**src/rtl/sbw_pkg.sv**
```systemverilog
package sbw_pkg;

  typedef enum logic [2:0] {
    MODE_IDLE     = 3'd0,
    MODE_READ     = 3'd1,
    MODE_WRITE    = 3'd2,
    MODE_FORM_TOP = 3'd3,
    MODE_FORM_BOT = 3'd4
  } beMode_e;

  typedef enum logic [1:0] {
    OP_WRITE = 2'd0,
    OP_READ  = 2'd1,
    OP_FORM  = 2'd2
  } hostOp_e;

  // strobes from sequencer to datapath
  typedef struct packed {
    logic latchReq;     // capture address and data of an accepted request
    logic captureRead;  // load sensed word into the data-out register
    logic captureDiff;  // build programming masks from sensed word
    logic driveWrite;   // present masks to the decoder
  } dpStrobe_t;

endpackage

```
**src/rtl/sbw_ctrl.sv**
```systemverilog
module sbw_ctrl
  import sbw_pkg::*;
#(
  parameter int DEV_CYC  = 1,
  parameter int WR_CYC   = 1,
  parameter int FORM_CYC = 4
) (
  input  logic      clk,
  input  logic      rstN,
  input  logic      hostWe,
  input  logic      hostRe,
  input  logic      hostForm,
  input  logic      noFlip,
  output logic      busy,
  output logic      done,
  output beMode_e   mode,
  output logic      senseEn,
  output dpStrobe_t strobe
);

  localparam int MAX_A = (FORM_CYC > DEV_CYC) ? FORM_CYC : DEV_CYC;
  localparam int MAX_C = (MAX_A > WR_CYC) ? MAX_A : WR_CYC;
  localparam int CNT_W = $clog2(MAX_C + 1);

  typedef enum logic [2:0] {
    S_IDLE, S_DEV, S_SENSE, S_WRITE, S_FTOP, S_FBOT, S_FIN
  } state_e;

  state_e     state;
  hostOp_e    curOp;
  hostOp_e    reqOp;
  logic [CNT_W-1:0] phaseCnt;
  logic       anyReq;
  logic       accept;

  assign anyReq = hostWe | hostRe | hostForm;
  assign accept = anyReq && (state == S_IDLE || state == S_FIN);

  // write beats read, read beats forming
  always_comb begin
    if (hostWe)      reqOp = OP_WRITE;
    else if (hostRe) reqOp = OP_READ;
    else             reqOp = OP_FORM;
  end

  always_ff @(posedge clk) begin
    if (!rstN) begin
      state    <= S_IDLE;
      curOp    <= OP_READ;
      phaseCnt <= '0;
    end else begin
      case (state)
        S_IDLE, S_FIN: begin
          if (accept) begin
            curOp <= reqOp;
            if (reqOp == OP_FORM) begin
              state    <= S_FTOP;
              phaseCnt <= CNT_W'(FORM_CYC - 1);
            end else begin
              state    <= S_DEV;
              phaseCnt <= CNT_W'(DEV_CYC - 1);
            end
          end else begin
            state <= S_IDLE;
          end
        end
        S_DEV: begin
          if (phaseCnt == '0) state <= S_SENSE;
          else                phaseCnt <= phaseCnt - 1'b1;
        end
        S_SENSE: begin
          if (curOp == OP_READ || noFlip) begin
            state <= S_FIN;
          end else begin
            state    <= S_WRITE;
            phaseCnt <= CNT_W'(WR_CYC - 1);
          end
        end
        S_WRITE: begin
          if (phaseCnt == '0) state <= S_FIN;
          else                phaseCnt <= phaseCnt - 1'b1;
        end
        S_FTOP: begin
          if (phaseCnt == '0) begin
            state    <= S_FBOT;
            phaseCnt <= CNT_W'(FORM_CYC - 1);
          end else begin
            phaseCnt <= phaseCnt - 1'b1;
          end
        end
        S_FBOT: begin
          if (phaseCnt == '0) state <= S_FIN;
          else                phaseCnt <= phaseCnt - 1'b1;
        end
        default: state <= S_IDLE;
      endcase
    end
  end

  always_comb begin
    busy    = !(state == S_IDLE || state == S_FIN);
    done    = (state == S_FIN);
    senseEn = (state == S_SENSE);
    case (state)
      S_DEV, S_SENSE: mode = MODE_READ;
      S_WRITE:        mode = MODE_WRITE;
      S_FTOP:         mode = MODE_FORM_TOP;
      S_FBOT:         mode = MODE_FORM_BOT;
      default:        mode = MODE_IDLE;
    endcase
    strobe.latchReq    = accept;
    strobe.captureRead = (state == S_SENSE) && (curOp == OP_READ);
    strobe.captureDiff = (state == S_SENSE) && (curOp == OP_WRITE);
    strobe.driveWrite  = (state == S_WRITE);
  end

endmodule

```
**src/rtl/sbw_datapath.sv**
```systemverilog
module sbw_datapath
  import sbw_pkg::*;
#(
  parameter int AW = 6,
  parameter int DW = 8,
  parameter int CW = 16
) (
  input  logic          clk,
  input  logic          rstN,
  input  dpStrobe_t     strobe,
  input  logic [AW-1:0] hostAddr,
  input  logic [DW-1:0] hostDin,
  input  logic [DW-1:0] senseData,
  output logic [AW-1:0] beAddr,
  output logic [DW-1:0] wrOneMask,
  output logic [DW-1:0] wrZeroMask,
  output logic [DW-1:0] hostDout,
  output logic [CW-1:0] skipCount,
  output logic          noFlip
);

  logic [AW-1:0] addrReg;
  logic [DW-1:0] dinReg;
  logic [DW-1:0] doutReg;
  logic [DW-1:0] oneReg;
  logic [DW-1:0] zeroReg;
  logic [DW-1:0] setNext;
  logic [DW-1:0] resetNext;
  logic [CW-1:0] skipReg;

  // per-bit programming decision
  for (genvar b = 0; b < DW; b++) begin : g_bitDecide
    assign setNext[b]   =  dinReg[b] & ~senseData[b];
    assign resetNext[b] = ~dinReg[b] &  senseData[b];
  end

  assign noFlip = ((setNext | resetNext) == '0);

  function automatic logic [CW-1:0] untouchedBits(input logic [DW-1:0] flips);
    logic [CW-1:0] n;
    n = '0;
    for (int i = 0; i < DW; i++) begin
      if (!flips[i]) n = n + 1'b1;
    end
    return n;
  endfunction

  always_ff @(posedge clk) begin
    if (!rstN) begin
      addrReg <= '0;
      dinReg  <= '0;
      doutReg <= '0;
      oneReg  <= '0;
      zeroReg <= '0;
      skipReg <= '0;
    end else begin
      if (strobe.latchReq) begin
        addrReg <= hostAddr;
        dinReg  <= hostDin;
      end
      if (strobe.captureRead) doutReg <= senseData;
      if (strobe.captureDiff) begin
        oneReg  <= setNext;
        zeroReg <= resetNext;
        skipReg <= skipReg + untouchedBits(setNext | resetNext);
      end
    end
  end

  assign beAddr     = addrReg;
  assign hostDout   = doutReg;
  assign skipCount  = skipReg;
  assign wrOneMask  = strobe.driveWrite ? oneReg  : '0;
  assign wrZeroMask = strobe.driveWrite ? zeroReg : '0;

endmodule

```
**src/rtl/sbw_access_ctrl.sv**
```systemverilog
module sbw_access_ctrl
  import sbw_pkg::*;
#(
  parameter int AW       = 6,
  parameter int DW       = 8,
  parameter int CW       = 16,
  parameter int DEV_CYC  = 1,
  parameter int WR_CYC   = 1,
  parameter int FORM_CYC = 4
) (
  input  logic          clk,
  input  logic          rstN,
  input  logic          hostWe,
  input  logic          hostRe,
  input  logic          hostForm,
  input  logic [AW-1:0] hostAddr,
  input  logic [DW-1:0] hostDin,
  output logic [DW-1:0] hostDout,
  output logic          busy,
  output logic          done,
  output logic [2:0]    beMode,
  output logic [AW-1:0] beAddr,
  output logic [DW-1:0] wrOneMask,
  output logic [DW-1:0] wrZeroMask,
  output logic          senseEn,
  input  logic [DW-1:0] senseData,
  output logic [CW-1:0] skipCount
);

  dpStrobe_t strobe;
  beMode_e   modeInt;
  logic      noFlip;

  sbw_ctrl #(
    .DEV_CYC (DEV_CYC),
    .WR_CYC  (WR_CYC),
    .FORM_CYC(FORM_CYC)
  ) u_ctrl (
    .clk     (clk),
    .rstN    (rstN),
    .hostWe  (hostWe),
    .hostRe  (hostRe),
    .hostForm(hostForm),
    .noFlip  (noFlip),
    .busy    (busy),
    .done    (done),
    .mode    (modeInt),
    .senseEn (senseEn),
    .strobe  (strobe)
  );

  sbw_datapath #(
    .AW(AW),
    .DW(DW),
    .CW(CW)
  ) u_dp (
    .clk       (clk),
    .rstN      (rstN),
    .strobe    (strobe),
    .hostAddr  (hostAddr),
    .hostDin   (hostDin),
    .senseData (senseData),
    .beAddr    (beAddr),
    .wrOneMask (wrOneMask),
    .wrZeroMask(wrZeroMask),
    .hostDout  (hostDout),
    .skipCount (skipCount),
    .noFlip    (noFlip)
  );

  assign beMode = modeInt;

endmodule

```
**config.mk**
```make
export PLATFORM = sky130hd
export DESIGN_NAME = sbw_access_ctrl
export DESIGN_NICKNAME = d
export VERILOG_FILES = /design/src/rtl/sbw_pkg.sv /design/src/rtl/sbw_ctrl.sv /design/src/rtl/sbw_datapath.sv /design/src/rtl/sbw_access_ctrl.sv
export SDC_FILE = /design/constraint.sdc
export NUM_CORES = 1
export LEC_CHECK = 0
export ABC_AREA = 1
export CAP_MARGIN = 5
export CORE_ASPECT_RATIO = 1.5
export CORE_UTILIZATION = 52
export DETAILED_ROUTE_END_ITERATION = 10
export GPL_ROUTABILITY_DRIVEN = 0
export PLACE_DENSITY = 0.81
export SLEW_MARGIN = 20
export SYNTH_ARGS = -nofsm -noshare
export SYNTH_HDL_FRONTEND = slang
export SYNTH_SLANG_ARGS = --single-unit
```
**constraint.sdc**
```tcl
create_clock -name clk -period 7.7 [get_ports clk]
set_input_delay 1.155 -clock clk [delete_from_list [all_inputs] [get_ports clk]]
set_output_delay 1.155 -clock clk [all_outputs]
set_load 0.05 [all_outputs]
```
* Word-level counts from Yosys, hierarchy flattened *
Cells that the tools add are included.

storage, ports and cells
  output and inout port bits = 52
  bits in registers = 62
  word-level logic and storage cells = 127
  input port bits = 27

cells by class
  bitwise gates (word level) = 35
  equality and inequality tests = 14
  muxes and demuxes = 42
  add/sub/neg operators = 9
  reduce and logical (&&, ||, !) cells = 18

operators with widths
  operator                                               number
  2-to-1 mux 16 bit                                      23
  adder 16 x 1 -> 16 bit, second input constant          7
  2-to-1 mux 3 bit                                       10
  case mux 3 bit (4 select lines)                        2
  adder 16 bit                                           1
  AND 1 bit                                              16
  2-to-1 mux 8 bit                                       2
  NOT 1 bit                                              16
  case mux 3 bit (5 select lines)                        1
  == test 3 bit, second input constant                   3
  zero test 8 bit                                        1
  inequality test 2 x 1 -> 1 bit, second input constant  4
  bitwise OR 8 bit                                       1
  == test 3 x 2 -> 1 bit, second input constant          2
  zero test 3 bit                                        2
  2-to-1 mux 2 bit                                       3
  OR reduction 2 bit                                     3
  inequality test 2 bit, second input constant           2
  AND reduction 4 bit                                    1
  nonzero test 4 bit                                     1
  == test 3 x 1 -> 1 bit, second input constant          1
  logical AND 1 bit                                      3
  AND reduction 3 bit                                    1
  OR reduction 3 bit                                     1
  9 further kinds                                        11

* Depth between registers and ports, before layout *
  word-level depth = 35
  depth in mapped cells = 39
  mapped depth without buffers = 39

* Hierarchy *
A second synthesis with hierarchy kept.

second synthesis, totals
  cell total of the unflattened synthesis = 587
  area, all modules = 3972.6 um^2

by module, submodules not included
  module        instances  sequential area each (um^2)  cells an instance  area an instance (um^2)
  sbw_datapath  1          1081.0                       482                3299.4
  sbw_ctrl      1          160.2                        105                673.1

* Worst setup path after synthesis *
Ideal clock, no wire load.

  kind = input port to flip-flop
  start point = input senseData[0]
  end point = register u_dp.skipReg[6] (netlist: u_dp.skipCount[6])
  path buffers = 0
  slack = 1.320 ns
  arrival time = 6.263 ns
  setup time = 0.117 ns
  required time = 7.583 ns
  stages = 36
  cells stage by stage = inv_1 -> ha_1 -> ha_1 -> inv_1 -> nand2_2 -> nand2_2 -> inv_1 -> ha_1 -> nand2_1 -> nand2_1 -> ha_1 -> or2_2 -> nand2_1 -> inv_1 -> ha_1 -> or2_2 -> nand2_1 -> inv_1 -> ha_1 -> or2_2 -> nand2_1 -> inv_1 -> ha_1 -> nand2_1 -> o21ai_0 -> fa_1 -> nand2_1 -> nand2_1 -> o21ai_0 -> nor2_1 -> o21ai_0 -> nand2_1 -> nand2_1 -> nand3_1 -> o211ai_1 -> inv_1

between the ends
  cells in the longest elaborated chain, start to end = 35
  elaborated cells between the ends (all ways) = 36
  those cells by class = 8 x add/sub; 24 x mux; 4 x bitwise

RTL lines
  what                    line                   source
  start, declared         sbw_access_ctrl.sv:26  input logic [DW-1:0] senseData,
  NOT 1 bit               sbw_datapath.sv:33     assign setNext[b] = dinReg[b] & ~senseData[b];
  AND 1 bit               sbw_datapath.sv:33
  bitwise OR 8 bit (*)    sbw_datapath.sv:65     skipReg <= skipReg + untouchedBits(setNext | resetNext);
  2-to-1 mux 1 bit (*)    sbw_datapath.sv:43     if (!flips[i]) n = n + 1'b1;
  2-to-1 mux 16 bit (*)   sbw_datapath.sv:62     if (strobe.captureDiff) begin
  2-to-1 mux 16 bit (*)   sbw_datapath.sv:49     if (!rstN) begin
  adder 16 x 1 -> 16 bit  sbw_datapath.sv:43
  2-to-1 mux 16 bit (*)   sbw_datapath.sv:43
  [... 19 more ...]       --
  2-to-1 mux 16 bit (*)   sbw_datapath.sv:43
  2-to-1 mux 16 bit (*)   sbw_datapath.sv:62
  2-to-1 mux 16 bit (*)   sbw_datapath.sv:49
  adder 16 x 1 -> 16 bit  sbw_datapath.sv:43
  2-to-1 mux 16 bit (*)   sbw_datapath.sv:43
  2-to-1 mux 16 bit (*)   sbw_datapath.sv:62
  2-to-1 mux 16 bit (*)   sbw_datapath.sv:49
  adder 16 bit (*)        sbw_datapath.sv:65
  end signal, assigned    sbw_datapath.sv:65
  end, declared           sbw_datapath.sv:29     logic [CW-1:0] skipReg;

Mark *: on every way between the ends. The rest lies on a longest branch, timed or not. The select of a mux whose other input is x is not followed.
A chain may end at the register's enable or synchronous reset.

* Worst setup path in the final report *
Same ends and word-level chain as after synthesis.

==> metrics.md <==
| Metric | Value |
|---|---|
| Top Ports | `79` |
| Max Buffers Root-to-Sink | `2` |
| Final setup viols | `0` |
| Die footprint | `~0.0077 sq mm` |
| Synthesis-to-layout area growth | `27.3%` |
| Routed vias | `3728` |
| Ys flop type | `dfxtp_1` |
| Worst VDD drop | `0.309 mV` |
| Fraction of layout cells with a size suffix above 1 | `0.0975` |
| Wire length per cell | `12.7 um` |
| HPWL after DPL | `between 6000 and 7000 um` |
| Seq cells post-synth | `slightly above 60` |
| All-Layer GR Usage | `0.257` |
| Power Density | `420 mW/mm^2` |
| Netlist Area Pre-Place | `between 0.003 and 0.004 sq mm` |
| Yosys warning count | `0` |
| Antenna Cells | `0` |
| TritonCTS Buffers | `9` |
| Syn Area/Cell | `6.92 sq um` |
| F_max | `140 MHz` |
| Pre-CTS setup slack | `290 ps` |
| CP Data Required Time | `a little under 8000 ps` |
| CTS Hold Bufs | `0` |
| Max-slew violation count | `0` |
| Iter 0 DRT Violations | `approximately 160` |
| Period utilisation layout | `0.928` |
| Crit Path Category | `in -> reg` |
| Post-synthesis sequential area ratio | `0.323` |
| Hold-critical path depth | `2` |
| Area of the multi-input gates | `0.00215 sq mm` |
| CP most frequent cell | `nand2_1` |
| Pleak | `0.00225 uW` |
| Distinct cells, synth | `37` |
| Critical path endpoint category | `register` |
| Htree depth | `3` |
| Cell Count, Final, Fillers Out | `between 700 and 800` |
| DR pass1 iterations | `4` |
| Clock root buffer master | `clkbuf_8` |
| Tot Pwr | `2050 uW` |
| Num rows | `38` |
| Pin count of the biggest net entering global routing | `53` |
| Synth Instances | `555` |
| # resized after CTS | `0` |
| R2R depth | `35` |
| Vias in the first global route | `3612` |
| Initial antenna violation count | `0` |
| CTS tree | `done` |
| CTS sink cnt | `62` |
| Initial Utilization | `0.535` |
| Final nets | `691` |
| Post-synth EDFFs | `0` |
| DR DRC count | `0` |
| Reg clk slew, reported paths | `70 ps` |
| Async set-reset flop share out of synthesis | `0` |
| Clk_skew | `5.18 ps` |
| DP Cell Count | `720` |
| Fin Setup TNS | `0 ps` |
| First-pass GRT wire length | `15600 um` |
| Final core utilization | `0.681` |
| Total Wirelength | `about 9400 um` |
| Clock Latency Late Sink | `350 ps` |
| Worst R2R Start | `u_dp.dinReg[0]` |
| Die Height | `107 um` |
| Slowest cell on the critical path | `clkdlybuf4s50_1` |
| Area occupied by registers | `about 0.0012 sq mm` |
| Tmin final | `7150 ps` |
| Setup bufs post-CTS | `0` |
| Worst-path fanout max | `3` |
| Slew at the pin with the worst max-slew slack | `766 ps` |
| Hold Vio Cnt, Final | `0` |
| Setup crit start kind | `input pin` |
| CP startpoint | `senseData[0]` |
| Max-cap violation count | `0` |
| Status | `complete, no violations` |
| Rel. slew slack | `0.489` |
| Filler cells | `616` |
| GR Overflow Total | `0` |
| Worst Path Arrival | `7390 ps` |
| PortBufs | `78` |
| Core footprint | `0.00718 sq mm` |
| Setup repair after global routing missed its margin | `no` |
| Worst Hold Class | `reg -> reg` |
| Crit-path max cell delay | `500 ps` |
| Vias per inst | `5.07` |
| Antenna Nets Post-Route | `0` |
| Post-route setup slack | `between 500 and 600 ps` |
| Die W | `72.2 um` |
| HP Start | `u_dp.zeroReg[2]` |
-- cells by family (layout without fill, tap and decap cells) --
logic type	after synthesis	in the layout	share of synthesized area
and+or+nand+nor	212	212	0.264
AOI/OAI and AO/OA	121	121	0.166
buffers and inverters	119	198	0.120
DFF	62	62	0.323
adders and majority gates	33	33	0.110
xor gates and xnor gates	7	7	0.0160
other	1	3	0.000977
-- critical path: cells and delay by family --
kind                       cells  cell delay [ps]
adders and majority gates      8             2600
and+or+nand+nor               17             2000
AOI/OAI and AO/OA              4              720
buffers and inverters          8              930
-- cell usage in the layout (no fill, tap or decap), types with 8 or more instances in the layout --
cell             Yosys  final
clkdlybuf4s50_1      0     78
nand3_1             25     25
inv_2                8      8
ha_1                32     32
nand2_1             78     78
o21ai_0             49     49
clkbuf_8             0     11
a21oi_1             53     53
dfxtp_1             62     62
nor2_1              63     63
nand2_2             12     12
o21ai_1              8      8
inv_1               95     95
-- state kept, by name, indices dropped and copies added (netlist names) --
signal	flops
u_ctrl.phaseCnt	3
u_dp.oneReg	8
u_dp.hostDout	8
u_dp.beAddr	6
u_dp.zeroReg	8
u_ctrl.curOp	2
u_ctrl.state	3
u_dp.dinReg	8
u_dp.skipCount	16
-- power by group --
group / switching [uW] / internal, uW / leakage [uW]
registers: 47.7 / 393 / 0.000506
logic: 856 / 463 / 0.00164
clock network: 127 / 166 / 0.000106
-- routing by layer --
layer / up-vias / GRT usage / routed length [um]
li1: 1909 / - / -
met1: 1733 / 0.280 / 3940
met2: 71 / 0.467 / 4920
met3: 15 / 0.0498 / 321
met4: 0 / 0.118 / 191
met5: - / 0 / 0
-- per-stage QoR --
step                hold WS [ps]  instance area, sq um
global route                 471                  4890
finish                       451                  4890
detailed placement           447                  4690
global placement             442                  4690
CTS                          456                  4890
floorplan                    429                  3850
-- cell usage after synthesis (2+ instances only) --
master / n / area share
nor3_1: 3 / 0.0039
o211ai_1: 3 / 0.0059
buf_2: 7 / 0.0091
nor2_2: 7 / 0.011
xnor2_1: 3 / 0.0068
clkbuf_1: 7 / 0.0068
inv_2: 8 / 0.0078
nand2_4: 2 / 0.0059
nand4_1: 6 / 0.0098
xor2_1: 4 / 0.0091
inv_1: 95 / 0.093
a21oi_1: 53 / 0.069
nor2_4: 3 / 0.0088
nand2_1: 78 / 0.076
o21ai_1: 8 / 0.010
nor2_1: 63 / 0.062
nand2_2: 12 / 0.020
nand3_1: 25 / 0.033
a31oi_1: 2 / 0.0033
ha_1: 32 / 0.10
o21ai_0: 49 / 0.064
nand3_2: 6 / 0.016
dfxtp_1: 62 / 0.32
or2_2: 4 / 0.0065
-- worst paths after layout --
| kind | to | slack [ps] |
|---|---|---|
| worst min register to register | u_dp.zeroReg[2] | 450 |
| worst max-delay path | u_dp.skipCount[6] | 550 |
| worst min-delay path | u_dp.zeroReg[2] | 450 |
| worst max register to register | u_dp.skipCount[6] | 1630 |
-- cell type report --
cell class | count | share of cell area
flip-flops and latches | 62 | 0.254
multi-input cells | 376 | 0.439
well taps | 100 | 0.0256
clock inverters | 4 | 0.00922
inverters | 103 | 0.0791
repair buffers | 79 | 0.161
clock buffers | 12 | 0.0317
Power figures use the tool's default switching activity.
